<file path="src/rtl/rpe_pkg.sv">
package rpe_pkg;
  localparam int SEV_N   = 3;
  localparam int SEV_COR = 0;
  localparam int SEV_NF  = 1;
  localparam int SEV_FAT = 2;

  typedef struct packed {
    logic             pme_en;
    logic [SEV_N-1:0] sev_en;
  } ctrl_t;
endpackage

</file>
<file path="src/rtl/rpe_ctrl_reg.sv">
module rpe_ctrl_reg
  import rpe_pkg::*;
#(
  parameter int ADDR_W = 12,
  parameter int DATA_W = 16,
  parameter logic [ADDR_W-1:0] REG_OFFSET = 12'h0EC
) (
  input  logic              clk,
  input  logic              rst,
  input  logic              cfg_wr,
  input  logic              cfg_rd,
  input  logic [ADDR_W-1:0] cfg_addr,
  input  logic [DATA_W-1:0] cfg_wdata,
  output logic [DATA_W-1:0] cfg_rdata,
  output ctrl_t             ctrl
);
  localparam int CTRL_W = $bits(ctrl_t);

  logic              hit;
  logic [CTRL_W-1:0] ctrl_bits;

  assign hit       = (cfg_addr == REG_OFFSET);
  assign ctrl_bits = ctrl;

  always_ff @(posedge clk) begin
    if (rst) begin
      ctrl      <= '0;
      cfg_rdata <= '0;
    end else begin
      if (cfg_wr && hit) ctrl <= ctrl_t'(cfg_wdata[CTRL_W-1:0]);
      cfg_rdata <= '0;
      if (cfg_rd && hit) cfg_rdata <= {{(DATA_W-CTRL_W){1'b0}}, ctrl_bits};
    end
  end

  p_rsvd_zero_r3: assert property (@(posedge clk) disable iff (rst)
    cfg_rdata[DATA_W-1:CTRL_W] == '0);
  p_miss_ignored_r3: assert property (@(posedge clk) disable iff (rst)
    (cfg_wr && !hit) |=> $stable(ctrl));
  p_read_back_r2: assert property (@(posedge clk) disable iff (rst)
    (cfg_rd && hit && !cfg_wr) |=> cfg_rdata[CTRL_W-1:0] == $past(ctrl_bits));
endmodule

</file>
<file path="src/rtl/rpe_serr_gen.sv">
module rpe_serr_gen #(
  parameter int SEV_N = 3
) (
  input  logic             clk,
  input  logic             rst,
  input  logic [SEV_N-1:0] rx_err,
  input  logic [SEV_N-1:0] loc_err,
  input  logic [SEV_N-1:0] sev_en,
  input  logic             root_mode,
  output logic             serr_pulse
);
  logic [SEV_N-1:0] sev_hit;

  for (genvar i = 0; i < SEV_N; i++) begin : g_sev
    assign sev_hit[i] = (rx_err[i] | loc_err[i]) & sev_en[i];
  end

  always_ff @(posedge clk) begin
    if (rst) serr_pulse <= 1'b0;
    else     serr_pulse <= root_mode & (|sev_hit);
  end

  p_serr_root_only_r6: assert property (@(posedge clk) disable iff (rst)
    !root_mode |=> !serr_pulse);
  p_serr_enabled_r5: assert property (@(posedge clk) disable iff (rst)
    ((sev_en & (rx_err | loc_err)) == '0) |=> !serr_pulse);
endmodule

</file>
<file path="src/rtl/rpe_pme_gen.sv">
module rpe_pme_gen (
  input  logic clk,
  input  logic rst,
  input  logic pme_en,
  input  logic pme_status,
  output logic pme_irq
);
  logic en_q;
  logic status_q;
  logic status_rise;
  logic en_rise;

  assign status_rise = pme_status & ~status_q;
  assign en_rise     = pme_en & ~en_q;

  always_ff @(posedge clk) begin
    if (rst) begin
      en_q     <= 1'b0;
      status_q <= 1'b0;
      pme_irq  <= 1'b0;
    end else begin
      en_q     <= pme_en;
      status_q <= pme_status;
      pme_irq  <= pme_en & (status_rise | (en_rise & pme_status));
    end
  end

  p_pme_cause_r8: assert property (@(posedge clk) disable iff (rst)
    pme_irq |-> $past(pme_en && pme_status));
  p_pme_single_r10: assert property (@(posedge clk) disable iff (rst)
    pme_irq |=> !pme_irq);
endmodule

</file>
<file path="src/rtl/rpe_root_irq.sv">
module rpe_root_irq
  import rpe_pkg::*;
#(
  parameter int ADDR_W = 12,
  parameter int DATA_W = 16,
  parameter logic [ADDR_W-1:0] REG_OFFSET = 12'h0EC
) (
  input  logic              clk,
  input  logic              rst,
  input  logic              cfg_wr,
  input  logic              cfg_rd,
  input  logic [ADDR_W-1:0] cfg_addr,
  input  logic [DATA_W-1:0] cfg_wdata,
  output logic [DATA_W-1:0] cfg_rdata,
  input  logic [SEV_N-1:0]  rx_err,
  input  logic [SEV_N-1:0]  loc_err,
  input  logic              pme_status,
  input  logic              root_mode,
  output logic              serr_pulse,
  output logic              pme_irq
);
  ctrl_t ctrl;

  rpe_ctrl_reg #(
    .ADDR_W(ADDR_W), .DATA_W(DATA_W), .REG_OFFSET(REG_OFFSET)
  ) u_reg (
    .clk(clk), .rst(rst), .cfg_wr(cfg_wr), .cfg_rd(cfg_rd),
    .cfg_addr(cfg_addr), .cfg_wdata(cfg_wdata), .cfg_rdata(cfg_rdata),
    .ctrl(ctrl)
  );

  rpe_serr_gen #(.SEV_N(SEV_N)) u_serr (
    .clk(clk), .rst(rst), .rx_err(rx_err), .loc_err(loc_err),
    .sev_en(ctrl.sev_en), .root_mode(root_mode), .serr_pulse(serr_pulse)
  );

  rpe_pme_gen u_pme (
    .clk(clk), .rst(rst), .pme_en(ctrl.pme_en), .pme_status(pme_status),
    .pme_irq(pme_irq)
  );

  p_reset_quiet_r1: assert property (@(posedge clk)
    $past(rst) |-> (!serr_pulse && !pme_irq && cfg_rdata == '0));
endmodule

</file>
<file path="config.mk">
export PLATFORM = sky130hd
export DESIGN_NAME = rpe_root_irq
export DESIGN_NICKNAME = d
export VERILOG_FILES = /design/src/rtl/rpe_pkg.sv /design/src/rtl/rpe_ctrl_reg.sv /design/src/rtl/rpe_serr_gen.sv /design/src/rtl/rpe_pme_gen.sv /design/src/rtl/rpe_root_irq.sv
export SDC_FILE = /design/constraint.sdc
export NUM_CORES = 1
export LEC_CHECK = 0
export ABC_AREA = 0
export ABC_CLOCK_PERIOD_IN_PS = 1700
export BUFFER_PORTS_ARGS = -buffer_cell sky130_fd_sc_hd__buf_2
export CAP_MARGIN = 20
export CORE_UTILIZATION = 34
export DETAILED_ROUTE_END_ITERATION = 8
export GPL_ROUTABILITY_DRIVEN = 0
export HOLD_SLACK_MARGIN = 0.15
export PLACE_DENSITY_LB_ADDON = 0.12
export SLEW_MARGIN = 40
export SYNTH_ARGS = -nofsm -noshare
export SYNTH_HDL_FRONTEND = slang
export SYNTH_HIERARCHICAL = 1
export SYNTH_SLANG_ARGS = --single-unit
</file>
<file path="constraint.sdc">
create_clock -name clk -period 1.7 [get_ports clk]
set_input_delay 0.255 -clock clk [delete_from_list [all_inputs] [get_ports clk]]
set_output_delay 0.255 -clock clk [all_outputs]
set_load 0.02 [all_outputs]
</file>
=== Yosys cells after proc, flatten, opt, wreduce, memory -nomap -nowiden ===
Cells that the tools add are included.

* Register bits after elaboration: 24
* Input port bits: 40
* Word-level logic and storage cells: 28

* Equality and inequality tests: 1
* Bitwise logic cells: 15
* Reduce and logical (&&, ||, !) cells: 4

{| class="wikitable"
|+ Operators by type and width
! operator !! number
|-
| == test 12 x 8 -> 1 bit, second input constant || 1
|-
| AND 1 bit || 8
|-
| bitwise OR 1 bit || 4
|-
| inverter 1 bit || 3
|-
| OR reduction 3 bit || 1
|-
| logical AND 1 bit || 2
|-
| OR reduction 2 bit || 1
|}

=== Logic depth before layout (Yosys ltp) ===
Gate-level depths: netlist (run 1).

* Depth after elaboration: 5
* Depth in mapped cells: 3

=== Modules after synthesis ===
The synthesis (run 1) kept the hierarchy.

{| class="wikitable"
|+ By module, submodules not included
! module !! area each (sq um) !! times used !! cells an instance
|-
| rpe_ctrl_reg || 449.2 || 1 || 44
|-
| rpe_pme_gen || 92.6 || 1 || 7
|-
| rpe_serr_gen || 47.5 || 1 || 6
|}

=== Least setup slack after synthesis (run 1) ===
Ideal clock, no wire load.

* Path kind: in2reg
* Start point: in cfg_addr[1]
* End point: reg u_reg/ctrl[0] (netlist name)
* Data arrival time: 1282 ps
* Path slack: 347 ps
* Stages on the path: 3
* Cell sequence: or4b_4 -> nor4_4 -> mux2i_1

* Cells in the longest elaborated chain, start to end: 2

{| class="wikitable"
|+ Ends and longest elaborated chain
! what !! RTL line !! text
|-
| start: declaration || rpe_root_irq.sv:12 || <nowiki>input logic [ADDR_W-1:0] cfg_addr,</nowiki>
|-
| == test 12 x 8 -> 1 bit || rpe_ctrl_reg.sv:22 || <nowiki>assign hit = (cfg_addr == REG_OFFSET);</nowiki>
|-
| logical AND 1 bit || rpe_ctrl_reg.sv:30 || <nowiki>if (cfg_wr && hit) ctrl <= ctrl_t'(cfg_wdata[CTRL_W-1:0]);</nowiki>
|}

No other way between the ends.
A chain may end at the register's enable or synchronous reset.

=== Worst setup path after layout (run 1) ===
* Start point: in cfg_addr[1]
* End point: reg u_reg/ctrl[0] (netlist name)

* Cells in the longest elaborated chain, start to end: 2

{| class="wikitable"
|+ Ends and longest elaborated chain
! what !! RTL line
|-
| == test 12 x 8 -> 1 bit || rpe_ctrl_reg.sv:22
|-
| logical AND 1 bit || rpe_ctrl_reg.sv:30
|}

No other way between the ends.

==> results of run 1 <==
registers in the layout, summed over array words and instances (netlist names):
signal / cells
u_reg/cfg_rdata: 4
u_pme/pme_irq: 1
u_reg/ctrl: 4
u_serr/serr_pulse: 1
u_pme/en_q: 1
u_pme/status_q: 1
metal layers:
layer	share of wire	vias to the layer above
met5	0	-
met4	0	0
met3	0.072	0
met2	0.51	23
met1	0.42	195
li1	-	238
power by group:
group / leakage (nW) / internal, mW / total [mW] / switching, mW
sequential: 0.0969 / 0.282 / 0.282 / 0.000429
clock: 0.0210 / 0.130 / 0.228 / 0.0976
combinational: 0.261 / 0.0316 / 0.0716 / 0.0400
cells in the mapped netlist, types with 2 or more instances:
cell type  number
buf_4          12
mux2i_1         4
nand2b_1        9
inv_1           2
nand4bb_1       2
dfxtp_1        12
o21ai_1         2
and2_1          4
cell families (layout without fill, tap and decap cells):
group | after synthesis | in the layout | share of synthesized area
and+or+nand+nor | 22 | 22 | 0.312
buffers and inverters | 14 | 39 | 0.166
DFF | 12 | 12 | 0.408
AOI/OAI and AO/OA | 4 | 4 | 0.0403
muxes | 4 | 4 | 0.0679
other | 1 | 12 | 0.00636
worst min path at each step:
stage	from	endpoint	slack (ns)	cells after the start
after detailed placement	root_mode	u_serr/serr_pulse$_SDFF_PP0_	0.48	3
final	root_mode	u_serr/serr_pulse$_SDFF_PP0_	0.20	3
after global placement	u_reg/ctrl[1]$_SDFFE_PP0P_	u_reg/ctrl[1]$_SDFFE_PP0P_	0.48	2
after CTS	root_mode	u_serr/serr_pulse$_SDFF_PP0_	0.19	3
after global routing	root_mode	u_serr/serr_pulse$_SDFF_PP0_	0.19	3
after floorplan	rst	u_pme/status_q$_SDFF_PP0_	0.32	1
final cells by class:
type                    count  area (µm²)  area share
well taps                  16        20.0      0.0263
multi-input cells          42         293       0.384
flip-flops and latches     12         240       0.315
clock buffers               4        36.3      0.0476
repair buffers             33         165       0.217
inverters                   2        7.51     0.00985
critical path, delay by kind of cell:
kind / cells / cell delay, ns
buffers and inverters: 1 / 0.10
multiplexers: 1 / 0.24
AND/OR/NAND/NOR: 2 / 0.87
==> results.md, run 1 <==
- Most used DFF post-synth: dfxtp_1
- Worst-path clk slew: 0.08 ns
- Critical-path top delay cell: or4b_4
- Remaining antenna violation count: 0
- RSZ-0062 raised after global routing: false
- Vias/cell: 4.18
- Dominant cell type by area after synthesis: dfxtp_1
- H-tree depth: 1
- FP Rows: 14
- Outcome: complete, but fails checks
- Ant. Diodes: 0
- Hold_ws: 0.198 ns
- F_max: 796 MHz
- Antenna violations before repair: 0
- Post-Synthesis Cells: 57
- Setup bufs post-CTS: 0
- Port Buffers: 33
- Gr usage total: 0.116
- Met2 usage: 0.212
- DP Area: 726 µm²
- Post-synth EDFFs: 0
- Max IR drop VDD: 385 µV
- Synth Cell Area: 589 µm²
- Placed cells: 105
- Drt wl/cell: 9.44 µm
- Post-Route Setup TNS: 0 ns
- Most frequent cells in the layout: buf_2, dfxtp_1, conb_1, nand2b_1
- Final setup vio count: 0
- Crit path arrival time: 1.46 ns
- Synth area leaders: dfxtp_1, buf_4, nand2b_1
- Busiest grt layer: met2
- Met1 usage: 0.124
- Core ar.: 1560 µm²
- Share of cells above drive strength 1: 0.452
- Remaining routing DRC violations: 2
- Hold WC Path Type: input pin to register
- Crit share post-route: 0.739
- CP cell instances: buf_2 -> or4b_4 -> nor4_4 -> mux2i_1
- Critical Path Start: cfg_addr[1]
- Total CTS buffers: 3
- Clock root buffer: clkbuf_4
- Max cap viols: 0
- Clock Latency Late Sink: 0.27 ns
- Finished Cell Area: 762 µm²
- Die height: 43.6 µm
- Static Leakage: 0.379 nW
- Design Power: 0.582 mW
- Final WL: 1030 µm
- Area share of the leading cell type in the synthesized netlist: 0.408
- Clock Path Buffers: 2
- Async S/R FF share, synth: 0
- Global-route wire length before repair: 1630 µm
- Sequential element share of the synthesized area: 0.408
- Non-filler cells, final: 109
- Ports: 58
- Initial Util: 0.378
- Via count: 456
- Final Skew: 0.00265 ns
- Startpoint types: input pin
- Power density over the cells: 763 nW/µm²
- Syn-to-layout area delta: 29.3%
- Drt first-iter violations: 5
- Nets: 134
- Failing checks: design-rule violations
- Reg2reg start: u_reg/ctrl[2]$_SDFFE_PP0P_
- Global routing usage on met3: 0.0125
- CTS Hold Buffers Added: 0
- Core Util, Final: 0.489
- Crit path to: u_reg/ctrl[0]$_SDFFE_PP0P_
- Worst R2R Setup Slack: 0.93 ns
- Worst path max stage delay: 0.55 ns
- FF-to-FF path depth: 2
- Final min period: 1.26 ns
- Setup WS pre-CTS: 0.144 ns
- Netlist cell types: 18
- Worst path required time: 1.90 ns
- Post-CTS Resized: 0
- Warnings from Yosys: 6
- Fillers: 155
- Largest net degree at the start of global routing: 13
- Number of synthesized register bits: 12
- Worst reg2reg endpoint: u_serr/serr_pulse$_SDFF_PP0_
- Die W: 43.6 µm
- Pre-antenna DRT Iters: 5
- Commonest non-fill, non-tap cell in the layout: buf_2
- CTS tree: yes
- Die area: 1900 µm²
- Vias in the first global route: 419
- CTS Sinks: 12
- Final hold viol count: 0
- Worst Setup Slack, final: 0.444 ns
- Final Max Tran Viols: 0
- Crit path capture type: register
- Synth Area per Inst: 10.3 µm²
- GR Overflow Total: 0
- CP max FO: 4
- Kind of critical path: input pin to register
(Power assumes the default switching activity.)
==> inputs of run 2 (changes only) <==
ABC_CLOCK_PERIOD_IN_PS = 1300   (was 1700)
clock period = 1.3 ns   (was 1.7 ns; I/O delays follow)
==> results.md, run 2 (synthesis results as in run 1) <==
- Worst path max stage delay: 0.55 ns (about the same)
- Remaining antenna violation count: 0 (unchanged)
- Commonest non-fill, non-tap cell in the layout: buf_2
- Global-route wire length before repair: 1660 µm (+1.7%)
- Final hold viol count: 0 (unchanged)
- Final min period: 1.16 ns
- Final HPWL DP: 832 µm
- Share of cells above drive strength 1: 0.458 (+0.00672)
- Power density over the cells: 964 nW/µm² (+26%)
- Critical path's top delay family: simple AND/OR/NAND/NOR gates
- Drt first-iter violations: 6 (+1)
- Vias in the first global route: 394 (-6.0%)
- Port Buffers: 33 (unchanged)
- Worst-path clk slew: 0.07 ns (about the same)
- Post-Route Setup TNS: 0 ns (unchanged)
- Largest regs: u_reg/cfg_rdata x4, u_reg/ctrl x4
- Critical path depth: 4 (unchanged)
- Crit share post-route: 0.891
- Failing checks: design-rule violations
- Worst path required time: 1.51 ns (-0.39 ns)
- Antenna violations before repair: 0 (unchanged)
- Clock root buffer: clkbuf_4
- Startpoint types: input pin
- Pre-antenna DRT Iters: 5 (unchanged)
- GR Overflow Total: 0 (unchanged)
- Final WL: 1030 µm (-0.19%)
- Static Leakage: 0.393 nW (+3.8%)
- Max IR drop VDD: 384 µV (-0.18%)
- Max cap viols: 0 (unchanged)
- Final Skew: 0.00137 ns (-0.00128 ns)
- Clock Latency Late Sink: 0.26 ns (about the same)
- Nets: 137 (+2.2%)
- Initial Util: 0.378 (unchanged)
- FF-to-FF path depth: 2 (unchanged)
- Final setup vio count: 0 (unchanged)
- Critical-path top delay cell: or4b_4
- Most frequent cells in the layout: buf_2, dfxtp_1, conb_1, nand2b_1
- CP max FO: 4 (unchanged)
- Final Max Tran Viols: 0 (unchanged)
- F_max: 863 MHz
- Remaining routing DRC violations: 2 (unchanged)
- Worst R2R Setup Slack: 0.54 ns (-0.39 ns)
- Clock Path Buffers: 2 (unchanged)
- Hold_ws: 0.165 ns (-0.0322 ns)
- Kind of critical path: input pin to register
- Total CTS buffers: 3 (unchanged)
- Die area: 1900 µm² (unchanged)
- Largest net degree at the start of global routing: 12 (-1)
- Die height: 43.6 µm (unchanged)
- Fillers: 159 (+2.6%)
- FP Rows: 14 (unchanged)
- Gr usage total: 0.118 (+0.00239)
- Hold WC Path Type: input pin to register
- Crit path capture type: register
- CTS tree: yes
- CP cell instances: buf_2 -> or4b_4 -> nor4_2 -> and2_1
- Outcome: complete, but fails checks
- Die W: 43.6 µm (unchanged)
- Ant. Diodes: 0 (unchanged)
- Hold depth: 2 (-1)
- Post-CTS Resized: 0 (unchanged)
- Vias/cell: 4.19 (about the same)
- CTS Sinks: 12 (unchanged)
- Ports: 58 (unchanged)
- Core ar.: 1560 µm² (unchanged)
- H-tree depth: 1 (unchanged)
- Worst Path Buf+Inv: 1 (unchanged)
- Syn-to-layout area delta: 33.5%
- Drt wl/cell: 9.17 µm (-2.9%)
- Via count: 469 (+2.9%)
- RSZ-0062 raised after global routing: false
- Crit path arrival time: 1.37 ns (-0.09 ns)
run 2: changes by cell type in the layout (fill, tap and decap cells not counted):
cell           previous run  this run
buf_4                     0         2
dlygate4sd3_1             0         1
run 2: layer usage:
metal  global-route usage  vias to the layer above  routed length (µm)
met4               0.0563                        0                  14
li1                     -                      243                   -
met5                    0                        -                   0
met1                0.141                      201                 439
met2                0.200                       23                 491
met3               0.0250                        2                  81
run 2: final timing paths:
path / startpoint / endpoint
setup / recovery: cfg_addr[1] / u_reg/cfg_rdata[3]$_SDFF_PP0_
hold / removal: pme_status / u_pme/status_q$_SDFF_PP0_
setup reg to reg: u_reg/ctrl[2]$_SDFFE_PP0P_ / u_serr/serr_pulse$_SDFF_PP0_
hold reg to reg: u_reg/ctrl[0]$_SDFFE_PP0P_ / u_reg/cfg_rdata[0]$_SDFF_PP0_
run 2: area by class of cell:
cell class / instances / area (µm²) / area share
tap: 16 / 20.0 / 0.0254
inverter: 2 / 7.51 / 0.00954
multi-input combinational: 42 / 293 / 0.372
sequential: 12 / 240 / 0.305
clock buffer: 4 / 36.3 / 0.0461
timing repair buffer: 36 / 190 / 0.242
run 2: report_power, final:
part	total [mW]	switching, mW	internal, mW
clock network	0.291	0.121	0.170
registers	0.369	0.000343	0.369
logic	0.0987	0.0535	0.0452
total	0.758	0.175	0.584
run 2: repair_timing:
action,CTS,global route
endpoints found under the hold margin,1,0
hold buffers,1,0
setup endpoints to repair,0,0
buffers inserted,0,0
run 2: through the flow:
step | utilization | cells | area [µm²] | power, mW | setup WS, ns
after floorplan | - | 68 | 631 | 0.456 | 0.00661
after global placement | 0.475 | 107 | 741 | 0.473 | -0.121
after detailed placement | 0.475 | 107 | 741 | 0.474 | -0.140
after CTS | 0.505 | 112 | 787 | 0.768 | 0.140
after global routing | 0.505 | 112 | 787 | 0.796 | 0.0821
final | 0.505 | 112 | 787 | 0.758 | 0.141
==> inputs of run 3 (changes only) <==
BUFFER_PORTS_ARGS = not set   (was -buffer_cell sky130_fd_sc_hd__buf_2)
CORE_UTILIZATION = 45   (was 34)
DONT_BUFFER_PORTS = 1   (was not set)
==> results.md, run 3 (synthesis results as in run 1) <==
- Non-filler cells, final: 82 (-27%)
- Vias/cell: 4.60 (+9.8%)
- Antenna violations before repair: 0 (unchanged)
- Crit path arrival time: 1.28 ns (-0.09 ns)
- Gr usage total: 0.153 (+0.0345)
- CP cell instances: or4b_4 -> nor4_4 -> buf_4 -> mux2i_1
- Core Util, Final: 0.581 (+0.0764)
- Critical path depth: 4 (unchanged)
- Worst Path Buf+Inv: 1 (unchanged)
- Final WL: 1010 µm (-1.6%)
- Ports: 58 (unchanged)
- GR Overflow Total: 0 (unchanged)
- Outcome: completed
- Crit share post-route: 0.835 (-0.0564)
- Kind of critical path: input pin to register
- Worst path max stage delay: 0.56 ns (about the same)
- Placed cells: 71 (-34%)
- CTS Sinks: 12 (unchanged)
- Clock Latency Late Sink: 0.27 ns (about the same)
- Clock root buffer: clkbuf_4
- Drt first-iter violations: 2 (-4)
- Critical path's top delay family: simple AND/OR/NAND/NOR gates
- Final HPWL DP: 629 µm (-24%)
- Largest net degree at the start of global routing: 12 (unchanged)
- Total CTS buffers: 3 (unchanged)
- Crit path capture type: register
- Worst path required time: 1.50 ns (about the same)
- Final Skew: 0.00177 ns (+0.000398 ns)
- Hold_ws: 0.172 ns (+0.00651 ns)
- CP max FO: 4 (unchanged)
- Drt wl/cell: 12.3 µm (+34%)
- Remaining routing DRC violations: 0 (-2)
- Final Max Tran Viols: 0 (unchanged)
- Hold WC Path Type: input pin to register
- Startpoint types: input pin
- Syn-to-layout area delta: 14.0%
- Critical-path top delay cell: or4b_4
- Post-CTS Resized: 0 (unchanged)
- Die height: 38.2 µm (-12%)
- Max cap viols: 0 (unchanged)
- Remaining antenna violation count: 0 (unchanged)
- FP Rows: 12 (-2)
- Hold depth: 2 (unchanged)
- F_max: 921 MHz (+6.8%)
- Ant. Diodes: 0 (unchanged)
- Final setup vio count: 0 (unchanged)
- Pre-antenna DRT Iters: 2 (-3)
- Most frequent cells in the layout: dfxtp_1, conb_1, nand2b_1, dlygate4sd3_1
- RSZ-0062 raised after global routing: false
- Die area: 1460 µm² (-23%)
- H-tree depth: 1 (unchanged)
- Max IR drop VDD: 566 µV (+47%)
- Core ar.: 1160 µm² (-26%)
- Static Leakage: 0.274 nW (-30%)
- Nets: 109 (-20%)
- FF-to-FF path depth: 2 (unchanged)
- Share of cells above drive strength 1: 0.147 (-0.311)
- Final min period: 1.09 ns (-0.0733 ns)
- Power density over the cells: 1100 nW/µm² (+14%)
- Vias in the first global route: 308 (-22%)
- Worst-path clk slew: 0.07 ns (about the same)
- Final hold viol count: 0 (unchanged)
- Global-route wire length before repair: 1400 µm (-15%)
- Clock Path Buffers: 2 (unchanged)
- Initial Util: 0.510 (+0.132)
- Fillers: 98 (-38%)
- Via count: 377 (-20%)
- Port Buffers: 0 (-100%)
- CTS tree: yes
- Die W: 38.2 µm (-12%)
- Largest regs: u_reg/cfg_rdata x4, u_reg/ctrl x4
run 3: changes by cell type in the layout (fill, tap and decap cells not counted), sizes merged:
| cell | delta |
|---|---|
| buf | -34 |
| dlygate4sd3 | +6 |
run 3: worst paths after layout:
check / startpoint / to / slack, ns
setup / recovery: cfg_addr[1] / u_reg/ctrl[2]$_SDFFE_PP0P_ / 0.21
hold / removal: rx_err[2] / u_serr/serr_pulse$_SDFF_PP0_ / 0.17
setup reg to reg: u_reg/ctrl[0]$_SDFFE_PP0P_ / u_serr/serr_pulse$_SDFF_PP0_ / 0.53
hold reg to reg: u_reg/ctrl[2]$_SDFFE_PP0P_ / u_reg/cfg_rdata[2]$_SDFF_PP0_ / 0.50
run 3: cell type report:
| class | instances | area [µm²] | share of cell area |
|---|---|---|---|
| Inverter | 2 | 7.51 | 0.0112 |
| Multi-Input combinational cell | 42 | 293 | 0.436 |
| Timing Repair Buffer | 8 | 77.6 | 0.115 |
| Sequential cell | 12 | 240 | 0.358 |
| Tap cell | 14 | 17.5 | 0.0261 |
| Clock buffer | 4 | 36.3 | 0.0540 |
run 3: metal layers:
layer / up-vias / GRT usage / wire length [µm]
met2: 25 / 0.258 / 511
met4: 0 / 0.107 / 17
met5: - / 0 / 0
met1: 161 / 0.154 / 402
met3: 2 / 0.0523 / 80
li1: 189 / - / -
run 3: repair_timing:
action                                 CTS  global route
setup buffers                            0             0
hold buffers                             7             0
endpoints found under the hold margin    8             0
run 3: where the power goes:
| part | internal (mW) | total, mW | leakage (nW) | switching, mW |
|---|---|---|---|---|
| Clock | 0.170 | 0.292 | 0.0210 | 0.122 |
| Combinational | 0.0276 | 0.0739 | 0.156 | 0.0463 |
| Sequential | 0.369 | 0.370 | 0.0969 | 0.000883 |
| Total | 0.566 | 0.736 | 0.274 | 0.170 |
run 3: through the flow:
step                total power [mW]  instance area, µm²  setup slack, ns  setup TNS [ns]
floorplan                      0.456                 631          0.00661               0
global placement               0.429                 566          -0.0147         -0.0494
detailed placement             0.429                 566          -0.0162         -0.0830
CTS                            0.743                 672            0.243               0
global route                   0.766                 672            0.194               0
finish                         0.736                 672            0.215               0
